$ cat config.mk
export PLATFORM = sky130hd
export DESIGN_NAME = lookahead_chan_sched
export DESIGN_NICKNAME = d
export VERILOG_FILES = /design/src/rtl/lsch_pkg.sv /design/src/rtl/lsch_channel.sv /design/src/rtl/lsch_select.sv /design/src/rtl/lookahead_chan_sched.sv
export SDC_FILE = /design/constraint.sdc
export NUM_CORES = 1
export LEC_CHECK = 0
export CAP_MARGIN = 40
export CORE_MARGIN = 10
export CORE_UTILIZATION = 45
export DETAILED_ROUTE_END_ITERATION = 12
export SYNTH_ARGS = -nofsm -noshare
export SYNTH_HDL_FRONTEND = slang
export SYNTH_SLANG_ARGS = --single-unit
$ cat constraint.sdc
create_clock -name clk -period 62.7 [get_ports clk]
set_input_delay 12.54 -clock clk [delete_from_list [all_inputs] [get_ports clk]]
set_output_delay 12.54 -clock clk [all_outputs]
set_load 0.005 [all_outputs]
$ cat src/rtl/lsch_pkg.sv
package lsch_pkg;
   // Kind of answer held in the response register
   typedef enum logic [1:0] {
      RSP_IDLE   = 2'd0,
      RSP_GRANT  = 2'd1,
      RSP_REJECT = 2'd2
   } rsp_kind_e;
endpackage

$ cat src/rtl/lsch_channel.sv
// One channel: horizon register plus wrap-aware eligibility against the request
module lsch_channel #(
   parameter int TIME_W = 16
) (
   input  logic              clk,
   input  logic              rst_n,
   input  logic [TIME_W-1:0] init_time,
   input  logic [TIME_W-1:0] arrival,
   input  logic              wr_en,
   input  logic [TIME_W-1:0] wr_value,
   output logic [TIME_W-1:0] horizon,
   output logic [TIME_W-1:0] age,
   output logic              eligible
);
   always_ff @(posedge clk) begin
      if (!rst_n)
         horizon <= init_time;
      else if (wr_en)
         horizon <= wr_value;
   end

   // distance from horizon forward to arrival, modulo the counter range
   always_comb begin
      age      = arrival - horizon;
      eligible = ~age[TIME_W-1];
   end


   horizon_init_chk: assert property (@(posedge clk)
      !rst_n |=> horizon == $past(init_time));


   horizon_update_chk: assert property (@(posedge clk) disable iff (!rst_n)
      wr_en |=> horizon == $past(wr_value));
endmodule

$ cat src/rtl/lsch_select.sv
// Picks the eligible channel with the smallest age (latest horizon), lowest index on ties
module lsch_select #(
   parameter int NUM_CH = 8,
   parameter int TIME_W = 16,
   localparam int IDX_W = $clog2(NUM_CH)
) (
   input  logic [NUM_CH-1:0]             eligible,
   input  logic [NUM_CH-1:0][TIME_W-1:0] age,
   output logic                          found,
   output logic [IDX_W-1:0]              idx
);
   logic [TIME_W-1:0] best_age;

   always_comb begin
      found    = 1'b0;
      idx      = '0;
      best_age = '0;
      for (int i = 0; i < NUM_CH; i++) begin
         if (eligible[i] && (!found || age[i] < best_age)) begin
            found    = 1'b1;
            idx      = IDX_W'(i);
            best_age = age[i];
         end
      end
   end

   always_comb begin
      if (found) begin

         pick_eligible_chk: assert (eligible[idx]);
         for (int j = 0; j < NUM_CH; j++) begin
            if (eligible[j]) begin

               pick_latest_chk: assert (age[idx] <= age[j]);
            end
         end
      end else begin

         none_eligible_chk: assert (eligible == '0);
      end
   end
endmodule

$ cat src/rtl/lookahead_chan_sched.sv
module lookahead_chan_sched
   import lsch_pkg::*;
#(
   parameter int NUM_CH = 8,
   parameter int TIME_W = 16,
   parameter int DUR_W  = 12,
   localparam int IDX_W = $clog2(NUM_CH)
) (
   input  logic              clk,
   input  logic              rst_n,
   input  logic [TIME_W-1:0] now_time,
   input  logic              req_valid,
   input  logic [TIME_W-1:0] req_arrival,
   input  logic [DUR_W-1:0]  req_duration,
   output logic              rsp_grant,
   output logic              rsp_reject,
   output logic [IDX_W-1:0]  rsp_channel
);
   // elaboration-time parameter checks
   if (NUM_CH < 2) begin : g_bad_ch
      $error("lookahead_chan_sched: NUM_CH must be at least 2");
   end
   if (DUR_W >= TIME_W) begin : g_bad_dur
      $error("lookahead_chan_sched: DUR_W must be below TIME_W");
   end

   logic [NUM_CH-1:0][TIME_W-1:0] hz;
   logic [NUM_CH-1:0][TIME_W-1:0] age;
   logic [NUM_CH-1:0]             elig;
   logic [NUM_CH-1:0]             wr_en;
   logic [TIME_W-1:0]             end_time;
   logic                          sel_found;
   logic [IDX_W-1:0]              sel_idx;
   rsp_kind_e                     rsp_q;
   logic [IDX_W-1:0]              ch_q;

   assign end_time = req_arrival + {{(TIME_W-DUR_W){1'b0}}, req_duration};

   always_comb begin
      for (int c = 0; c < NUM_CH; c++)
         wr_en[c] = req_valid && sel_found && (sel_idx == IDX_W'(c));
   end

   for (genvar c = 0; c < NUM_CH; c++) begin : g_ch
      lsch_channel #(.TIME_W(TIME_W)) u_ch (
         .clk       (clk),
         .rst_n     (rst_n),
         .init_time (now_time),
         .arrival   (req_arrival),
         .wr_en     (wr_en[c]),
         .wr_value  (end_time),
         .horizon   (hz[c]),
         .age       (age[c]),
         .eligible  (elig[c])
      );
   end

   lsch_select #(.NUM_CH(NUM_CH), .TIME_W(TIME_W)) u_sel (
      .eligible (elig),
      .age      (age),
      .found    (sel_found),
      .idx      (sel_idx)
   );

   always_ff @(posedge clk) begin
      if (!rst_n) begin
         rsp_q <= RSP_IDLE;
         ch_q  <= '0;
      end else begin
         if (!req_valid)
            rsp_q <= RSP_IDLE;
         else if (sel_found)
            rsp_q <= RSP_GRANT;
         else
            rsp_q <= RSP_REJECT;
         ch_q <= sel_idx;
      end
   end

   assign rsp_grant   = (rsp_q == RSP_GRANT);
   assign rsp_reject  = (rsp_q == RSP_REJECT);
   assign rsp_channel = ch_q;


   single_rsp_chk: assert property (@(posedge clk) disable iff (!rst_n)
      !(rsp_grant && rsp_reject));


   rsp_latency_chk: assert property (@(posedge clk) disable iff (!rst_n)
      req_valid |=> (rsp_grant || rsp_reject));


   idle_quiet_chk: assert property (@(posedge clk) disable iff (!rst_n)
      !req_valid |=> (!rsp_grant && !rsp_reject));


   reject_hold_chk: assert property (@(posedge clk) disable iff (!rst_n)
      (req_valid && !sel_found) |=> $stable(hz));


   single_write_chk: assert property (@(posedge clk) disable iff (!rst_n)
      $onehot0(wr_en));
endmodule

==> run summary, run 1 <==
===============================================================================================
Antenna violations before repair                                                              0
P&R area growth vs syn                                                                   12.21%
Detail Route Antenna Nets                                                                     0
Flip-flop and latch count after synthesis                                                   133
Clock H-tree levels                                                                           4
TritonCTS clock tree                                                                        yes
Filler instances                                                                           2972
Vias after detailed routing                                                               11830
Synth async-reset ratio                                                                      0%
CP dominant cell by count                                                          sky130_fd_sc_hd__a21o_1
Detail Placement HPWL                                                                  33.00 mm
Initial cell density of the core                                                         45.73%
Number of instances in the synthesized netlist                                             1606
Data arrival time of the critical path                                                 33.05 ns
Longest individual stage delay on the worst path                                        0.73 ns
Final-stage net count                                                                      1975
Pin count of the biggest net entering global routing                                         19
Worst Tran Pin Value                                                                  0.8975 ns
Count of flip-flops with a built-in enable after synthesis                                  128
Proportion of netlist area held by the largest area contributor                          26.50%
Setup TNS Final                                                                            0 ns
Number of maximum-capacitance constraint violations                                           0
Slew HR                                                                                  40.16%
Endpoint required time on the critical path                                            62.84 ns
Endpoints failing setup                                                                       0
Overall global routing resource usage                                                    20.58%
Category of the worst setup path capture point                                        flip-flop
Hold crit path type                                                                  reg -> reg
Cell type of the slowest stage on the worst timing path                            sky130_fd_sc_hd__a32oi_1
Routed WL per cell                                                                     19.20 um
DIE AREA                                                                            0.03981 mm2
Number of primary I/O pins                                                                   52
Remaining DRCs                                                                                0
FP Rows                                                                                      65
Starting DRT DRC Count                                                                      615
Total routed wirelength                                                                40.24 mm
Residual overflow from global routing                                                         0
Placeable core region                                                               0.03172 mm2
Detailed-router iteration count before antenna repair                                         4
Post-CTS Resized                                                                              0
Total number of clock tree sinks                                                            133
Leading cell type in the layout, fill and taps excluded                            sky130_fd_sc_hd__ha_1
Post-Route Skew                                                                      0.01077 ns
Worst-case hold slack                                                                  1.001 ns
Portion of the clock cycle consumed by the worst path in the final layout                52.49%
Die width                                                                              199.5 um
Register area share after synthesis                                                      27.19%
Max FO, Critical Path                                                                        17
Time the final worst path needs with I/O delays and setup                              32.91 ns
Result of the run                                                                     completed
Netlist area before placement                                                       0.01451 mm2
Share of cells above drive strength 1                                                    6.494%
Clock insertion delay at the later pin of the skew report                               0.43 ns
Highest achievable clock rate                                                         30.39 MHz
Most frequent cells in the layout                                                  sky130_fd_sc_hd__ha_1, sky130_fd_sc_hd__inv_1, sky130_fd_sc_hd__a21oi_1
Number of buffers created by CTS                                                             17
Number of buffers inserted to repair setup after CTS                                          0
Yosys warns                                                                                   0
RD Place Congestion                                                                      0.9030
Post-CTS Hold Buffers                                                                         0
Critical path start-end classification                                                in -> reg
Root buffer selected by CTS                                                        sky130_fd_sc_hd__clkbuf_16
Top flip-flop cell by instance count after synthesis                               sky130_fd_sc_hd__edfxtp_1
Clock input transition at the sequential cells of the worst setup and hold paths        0.07 ns
Unrepaired setup endpoints after global routing                                           false
First-pass GRT wire length                                                             63.53 mm
Biggest area contributors in the synthesized netlist                               sky130_fd_sc_hd__edfxtp_1, sky130_fd_sc_hd__ha_1, sky130_fd_sc_hd__inv_1
Die Y                                                                                  199.5 um
Nature of the critical path startpoint                                               input port
# diodes                                                                                      0
IO buf count                                                                                 51
Mean Syn Cell Area                                                                    9.032 um2
Number of hold violations in the final report                                                 0
Final-report max-slew violation count                                                         0
Yosys top cell by area                                                             sky130_fd_sc_hd__edfxtp_1
Vias in the first global route                                                            12110
Routed via count divided by cell count                                                    5.644
Maximum clock insertion buffer count                                                          2
Yosys cell types                                                                             91
===============================================================================================
==> path summary, 6_finish.rpt <==
kind | endpoint | slack, ns | from | depth (start not counted)
worst max register to register | g_ch[7].u_ch.horizon[3] | 42.47 | g_ch[0].u_ch.horizon[0] | 86
worst min register to register | rsp_q[1] | 1.00 | g_ch[7].u_ch.horizon[15] | 4
worst max-delay path | g_ch[7].u_ch.horizon[3] | 29.79 | req_arrival[0] | 88
worst min-delay path | rsp_q[1] | 1.00 | g_ch[7].u_ch.horizon[15] | 4
==> stage by stage <==
step           instance area, um2  instances  utilization (%)  worst slack [ns]
2_1_floorplan               14520       1611                -             32.38
3_3_place_gp                15540       2058            48.99             29.56
3_5_place_dp                15620       2066            49.25             29.49
4_1_cts                     16280       2096            51.32             29.92
5_1_grt                     16280       2096            51.32             27.96
6_report                    16280       2096            51.32             29.79
==> synthesized netlist by cell type (13+ instances only) <==
library cell / n
sky130_fd_sc_hd__ha_1: 236
sky130_fd_sc_hd__inv_1: 231
sky130_fd_sc_hd__a21oi_1: 136
sky130_fd_sc_hd__edfxtp_1: 128
sky130_fd_sc_hd__nor2_1: 94
sky130_fd_sc_hd__o21ai_0: 88
sky130_fd_sc_hd__xnor2_1: 81
sky130_fd_sc_hd__nand2_1: 74
sky130_fd_sc_hd__a21o_1: 52
sky130_fd_sc_hd__mux2i_1: 40
sky130_fd_sc_hd__xor2_1: 35
sky130_fd_sc_hd__o21a_1: 31
sky130_fd_sc_hd__nand3_1: 30
sky130_fd_sc_hd__nand4_1: 28
sky130_fd_sc_hd__o21bai_1: 28
sky130_fd_sc_hd__nand2b_1: 22
sky130_fd_sc_hd__nor2b_1: 22
sky130_fd_sc_hd__mux2_2: 19
sky130_fd_sc_hd__nor3_1: 19
sky130_fd_sc_hd__a211oi_1: 13
sky130_fd_sc_hd__or3_1: 13
==> area by class of cell <==
| cell class | instances | area [um2] | area share, % |
|---|---|---|---|
| inverters | 231 | 867.1 | 5.327 |
| clock inverters | 13 | 231.5 | 1.422 |
| flip-flops and latches | 133 | 3944 | 24.23 |
| clock buffers | 17 | 425.4 | 2.614 |
| well taps | 402 | 503.0 | 3.090 |
| repair buffers | 70 | 673.1 | 4.136 |
| multi-input cells | 1230 | 9633 | 59.18 |
==> worst max-delay path: cells and delay by family <==
family	cells	cell delay, ns
buffers and inverters	12	2.24
AND/OR/NAND/NOR	19	3.86
AO/OA/AOI/OAI	44	10.45
adder cells (fa/ha/maj)	9	2.58
multiplexers	4	1.37
==> flip-flops by register name (all words and copies together), names as in the netlist <==
| signal | flops |
|---|---|
| g_ch.u_ch.horizon | 128 |
| rsp_channel | 3 |
| rsp_q | 2 |
==> cell families after synthesis <==
| kind of cell | count (synthesis) | synth area share, % |
|---|---|---|
| adders and majority gates | 245 | 21.60 |
| DFF | 133 | 27.19 |
| xor gates and xnor gates | 117 | 7.116 |
| buffers and inverters | 248 | 6.633 |
| other | 1 | 0.02585 |
| AOI/OAI and AO/OA | 461 | 21.12 |
| and+or+nand+nor | 338 | 11.70 |
| muxes | 63 | 4.623 |
==> per-layer routing <==
layer  global-route usage [%]  up-vias  part of all wire [%]
met1                    25.39     5635                    45
met2                    36.43      183                    50
met5                        0        -                     0
met3                    2.372       48                   2.6
li1                         -     5964                     -
met4                    6.730        0                   2.5
Power of run 1 is left out: the tool's default activity adds up to more than one toggle a clock period on the data nets, which glitch-free logic cannot reach.
==> run 2, diff against run 1 <==
Clock period 62.7 ns to 31.7 ns, I/O delays scaled along.
==> run 2 against run 1 <==
Effect of this change:
- flip-flop and latch count did not move
- setup slack got worse by 25 ns
- wire length rose by 0.18%
- register-to-register slack got worse by 31 ns
- hold slack got worse by 0.0028 ns
- first-iteration DRC count rose by 2.8%
- non-clock buffer count did not move
- cell count barely moved
- cell area fell by 0.75%
- critical path depth fell by 2
- critical path type unchanged
==> run summary, run 2 (synthesis results as in run 1) <==
===============================================================================================
Overall global routing resource usage                                                    20.71%   +0.13 points
P&R area growth vs syn                                                                   11.37%
Remaining DRCs                                                                                0   unchanged
Delay-heaviest family, CP                                                          compound AO/OA/AOI/OAI gates
Setup TNS Final                                                                            0 ns   unchanged
Total routed wirelength                                                                40.32 mm   +0.18%
Unrepaired setup endpoints after global routing                                           false
Time the final worst path needs with I/O delays and setup                              26.78 ns
TritonCTS clock tree                                                                        yes
Share of cells above drive strength 1                                                    6.545%   +0.051 points
Category of the worst setup path capture point                                        flip-flop
Number of buffers created by CTS                                                             17   unchanged
Total number of clock tree sinks                                                            133   unchanged
Leading cell type in the layout, fill and taps excluded                            sky130_fd_sc_hd__ha_1
Clock H-tree levels                                                                           4   unchanged
Endpoints failing setup                                                                       0   unchanged
Layout Cell Area excl Fill                                                          0.01615 mm2   -0.75%
Maximum clock insertion buffer count                                                          2   unchanged
Result of the run                                                                     completed
# diodes                                                                                      0   unchanged
DIE AREA                                                                            0.03981 mm2   unchanged
Area taken by multi-input logic gates                                              0.009633 mm2   unchanged
Portion of the clock cycle consumed by the worst path in the final layout                84.49%
Die width                                                                              199.5 um   unchanged
FP Rows                                                                                      65   unchanged
Nature of the critical path startpoint                                               input port
Worst Tran Pin Value                                                                  0.9021 ns   +0.004590 ns
Post-CTS Hold Buffers                                                                         0   unchanged
Die Y                                                                                  199.5 um   unchanged
Highest achievable clock rate                                                         37.34 MHz
Residual overflow from global routing                                                         0   unchanged
Root buffer selected by CTS                                                        sky130_fd_sc_hd__clkbuf_16
Worst-case hold slack                                                                 0.9985 ns   -0.002840 ns
Max FO, Critical Path                                                                        17   unchanged
Post-CTS Resized                                                                              0   unchanged
CP dominant cell by count                                                          sky130_fd_sc_hd__a21o_1
Met3 demand-to-capacity share in global routing                                          2.489%   +0.12 points
Max FFs per register                                                                        128   unchanged
First-pass GRT wire length                                                             64.07 mm   +0.85%
Fin util                                                                                 50.93%   -0.39 points
Vias after detailed routing                                                               11830   +0.034%
Final-report max-slew violation count                                                         0   unchanged
RD Place Congestion                                                                      0.9028   about the same
Clock input transition at the sequential cells of the worst setup and hold paths        0.06 ns   about the same
Final-stage net count                                                                      1975   unchanged
Data arrival time of the critical path                                                 26.83 ns   -6.22 ns
Pin count of the biggest net entering global routing                                         19   unchanged
Cell type of the slowest stage on the worst timing path                            sky130_fd_sc_hd__a31o_1
Initial cell density of the core                                                         45.73%   unchanged
Critical path start-end classification                                                in -> reg
Endpoint required time on the critical path                                            31.75 ns   -31.09 ns
Met2 track demand over resource                                                          36.75%   +0.31 points
Hold crit path type                                                                  reg -> reg
Area post-placement                                                                 0.01562 mm2   unchanged
Routed WL per cell                                                                     19.22 um   about the same
Longest individual stage delay on the worst path                                        0.81 ns   +0.08 ns
IO buf count                                                                                 51   unchanged
Slew HR                                                                                  39.86%   -0.31 points
Number of maximum-capacitance constraint violations                                           0   unchanged
Number of buffers inserted to repair setup after CTS                                          0   unchanged
Post-Route Skew                                                                      0.01048 ns   -0.0002908 ns
Global-route met1 utilization                                                            25.40%   about the same
Number of hold violations in the final report                                                 0   unchanged
Detail Route Antenna Nets                                                                     0   unchanged
Clock insertion delay at the later pin of the skew report                               0.43 ns   about the same
Routed via count divided by cell count                                                    5.641   about the same
Starting DRT DRC Count                                                                      632   +2.8%
Antenna violations before repair                                                              0   unchanged
Global route hottest layer                                                                 met2
Detail Placement HPWL                                                                  33.14 mm   +0.40%
Most frequent cells in the layout                                                  sky130_fd_sc_hd__ha_1, sky130_fd_sc_hd__inv_1, sky130_fd_sc_hd__a21oi_1
Storage cell area                                                                  0.003944 mm2   unchanged
Top register by number of flip-flops                                               g_ch.u_ch.horizon
Filler instances                                                                           2932   -1.3%
Detailed-router iteration count before antenna repair                                         5   +1
Vias in the first global route                                                            12120   +0.074%
Buffers and inverters on the worst path                                                      10   -2
Placeable core region                                                               0.03172 mm2   unchanged
Number of primary I/O pins                                                                   52   unchanged
===============================================================================================
## run 2: metrics by stage
stage	std cells	setup slack, ns
floorplan	1611	7.580
global placement	2058	4.764
detailed placement	2066	4.747
CTS	2098	5.162
global route	2098	3.196
finish	2098	4.916
## run 2: metal layers
| metal | routed length, um | part of all wire [%] |
|---|---|---|
| met5 | 0 | 0 |
| met4 | 1054 | 2.6 |
| met3 | 1147 | 2.8 |
| met2 | 19920 | 49 |
| met1 | 18200 | 45 |
## run 2: area by class of cell
class / instances / area share [%]
Clock buffer: 18 / 2.657
Clock inverter: 14 / 0.6506
Inverter: 231 / 5.368
Multi-Input combinational cell: 1230 / 59.63
Sequential cell: 133 / 24.41
Tap cell: 402 / 3.114
Timing Repair Buffer: 70 / 4.167
## run 2: path summary, 6_finish.rpt
| path | slack (ns) | depth (start not counted) | to | from |
|---|---|---|---|---|
| setup reg to reg | 11.39 | 84 | g_ch[2].u_ch.horizon[12] | g_ch[0].u_ch.horizon[0] |
| hold reg to reg | 1.0 | 4 | rsp_q[1] | g_ch[7].u_ch.horizon[15] |
| setup / recovery | 4.92 | 86 | g_ch[2].u_ch.horizon[12] | req_arrival[0] |
| hold / removal | 1.0 | 4 | rsp_q[1] | g_ch[7].u_ch.horizon[15] |
## run 2: worst reg2reg max path, delay by kind of cell (launching register included)
kind / cells / cell delay (ns)
DFF: 1 / 0.33
AOI/OAI and AO/OA: 44 / 10.75
and+or+nand+nor: 19 / 3.91
adders and majority gates: 9 / 2.49
buffers and inverters: 8 / 1.02
muxes: 4 / 1.40
Power of run 2 is left out for the same reason.
==> run 3, diff against run 2 <==
Clock period 31.7 ns to 27.3 ns, I/O delays scaled along.
==> run 3 against run 2 <==
Effect of this change:
- die area is the same
- via count increased by 0.83%
- first-iteration DRC count is 20% higher
- clock-buffer cell count rose by 1
- register-to-register slack lost 4.3 ns
- critical endpoint is now g_ch[4].u_ch.horizon[12]
- highest routed layer unchanged
- hold slack gained 0.034 ns
- sequential share of layout area is 0.072 points lower
==> run summary, run 3 (synthesis results as in run 1) <==
===============================================================================================
Result of the run                                                                     completed
Starting DRT DRC Count                                                                      759   +20%
Portion of the clock cycle consumed by the worst path in the final layout                94.40%
Worst-case hold slack                                                                  1.033 ns   +0.03450 ns
Residual overflow from global routing                                                         0   unchanged
Longest individual stage delay on the worst path                                        0.73 ns   -0.08 ns
Final-report max-slew violation count                                                         0   unchanged
Category of the worst setup path capture point                                        flip-flop
Number of maximum-capacitance constraint violations                                           0   unchanged
Number of buffers inserted to repair setup after CTS                                          0   unchanged
RD Place Congestion                                                                      0.9060   +0.35%
Total length of routed met3 wires                                                      1.501 mm   +31%
DIE AREA                                                                            0.03981 mm2   unchanged
Final-stage net count                                                                      1974   -0.051%
Setup slack of the most critical reg-to-reg path                                        7.12 ns   -4.27 ns
Critical path start-end classification                                                in -> reg
Detail Route Antenna Nets                                                                     0   unchanged
Endpoints failing setup                                                                       0   unchanged
Data arrival time of the critical path                                                 25.84 ns   -0.99 ns
Share of cells above drive strength 1                                                    6.434%   -0.11 points
Initial cell density of the core                                                         45.73%   unchanged
Setup TNS Final                                                                            0 ns   unchanged
Clock insertion delay at the later pin of the skew report                               0.43 ns   about the same
Wire length on met1                                                                    17.59 mm   -3.3%
Maximum clock insertion buffer count                                                          2   unchanged
Top register by number of flip-flops                                               g_ch.u_ch.horizon
Sum of met2 wire segment lengths after detailed routing                                19.61 mm   -1.5%
Launching point of the worst reg2reg path                                          g_ch[0].u_ch.horizon[0]
P&R area growth vs syn                                                                   11.70%
Worst Tran Pin Value                                                                  0.9249 ns   +0.02281 ns
Vias in the first global route                                                            12000   -1.0%
Topmost layer with routed signal wires                                                     met4
Most frequent cells in the layout                                                  sky130_fd_sc_hd__ha_1, sky130_fd_sc_hd__inv_1, sky130_fd_sc_hd__a21oi_1
Antenna violations before repair                                                              0   unchanged
Pin count of the biggest net entering global routing                                         19   unchanged
Number of primary I/O pins                                                                   52   unchanged
Unrepaired setup endpoints after global routing                                           false
Total routed wirelength                                                                40.08 mm   -0.58%
Nature of the critical path startpoint                                               input port
TritonCTS clock tree                                                                        yes
Number of buffers created by CTS                                                             17   unchanged
Max FFs per register                                                                        128   unchanged
Clock H-tree levels                                                                           4   unchanged
Root buffer selected by CTS                                                        sky130_fd_sc_hd__clkbuf_16
Hold crit path type                                                                  reg -> reg
Worst setup startpoint                                                             req_arrival[0]
Clock input transition at the sequential cells of the worst setup and hold paths        0.06 ns   about the same
Cells after DPL                                                                            2065   -0.048%
CP dominant cell by count                                                          sky130_fd_sc_hd__a21o_1
Slew HR                                                                                  37.77%   -2.1 points
Endpoint required time on the critical path                                            27.37 ns   -4.38 ns
Post-Route Skew                                                                      0.01761 ns   +0.007128 ns
Highest achievable clock rate                                                         38.80 MHz
Cell type of the slowest stage on the worst timing path                            sky130_fd_sc_hd__a32oi_1
Detail Placement HPWL                                                                  32.91 mm   -0.69%
Placeable core region                                                               0.03172 mm2   unchanged
Vias after detailed routing                                                               11930   +0.83%
Routed WL per cell                                                                     19.12 um   -0.49%
FP Rows                                                                                      65   unchanged
Time the final worst path needs with I/O delays and setup                              25.77 ns
Post-CTS Hold Buffers                                                                         0   unchanged
Overall global routing resource usage                                                    20.53%   -0.18 points
# diodes                                                                                      0   unchanged
Detailed-router iteration count before antenna repair                                         5   unchanged
Worst Min Path Start                                                               g_ch[7].u_ch.horizon[15]
First-pass GRT wire length                                                             62.85 mm   -1.9%
Post-CTS Resized                                                                              0   unchanged
Max FO, Critical Path                                                                        17   unchanged
Routed via count divided by cell count                                                    5.693   +0.92%
Die width                                                                              199.5 um   unchanged
Number of standard cells in the layout, taps in and fillers out                            2096   -0.095%
Die Y                                                                                  199.5 um   unchanged
Number of hold violations in the final report                                                 0   unchanged
Leading cell type in the layout, fill and taps excluded                            sky130_fd_sc_hd__ha_1
Total number of clock tree sinks                                                            133   unchanged
IO buf count                                                                                 51   unchanged
Remaining DRCs                                                                                0   unchanged
===============================================================================================
[run 3: path summary, 6_finish.rpt]
check / depth (start not counted) / to
worst min register to register: 4 / rsp_q[1]
worst min-delay path: 4 / rsp_q[1]
worst max register to register: 83 / g_ch[4].u_ch.horizon[12]
worst max-delay path: 85 / g_ch[4].u_ch.horizon[12]
[run 3: area by class of cell]
class	count	area [um2]
fillers	2953	15520
multi-input cells	1230	9633
flip-flops and latches	133	3944
inverters	231	867.1
repair buffers	69	665.6
well taps	402	503.0
clock buffers	19	432.9
clock inverters	12	156.4
[run 3: stage by stage]
step | area (um2) | setup WS, ns | utilization [%]
global route | 16200 | 0.01914 | 51.08
global placement | 15550 | 1.818 | 49.02
detailed placement | 15610 | 1.474 | 49.22
finish | 16200 | 1.528 | 51.08
floorplan | 14520 | 4.060 | -
CTS | 16200 | 1.829 | 51.08
[run 3: critical path: cells and delay by family]
| kind | cells | cell delay, ns |
|---|---|---|
| AO/OA/AOI/OAI | 45 | 10.99 |
| adder cells (fa/ha/maj) | 9 | 2.58 |
| buffers and inverters | 10 | 1.80 |
| multiplexers | 4 | 1.37 |
| AND/OR/NAND/NOR | 17 | 3.61 |
[run 3: routing by layer]
metal / track usage (%) / vias up
met3: 3.196 / 68
met4: 8.020 / 0
met1: 24.28 / 5642
met5: 0 / -
met2: 36.42 / 258
li1: - / 5964
Power of run 3 is left out for the same reason.
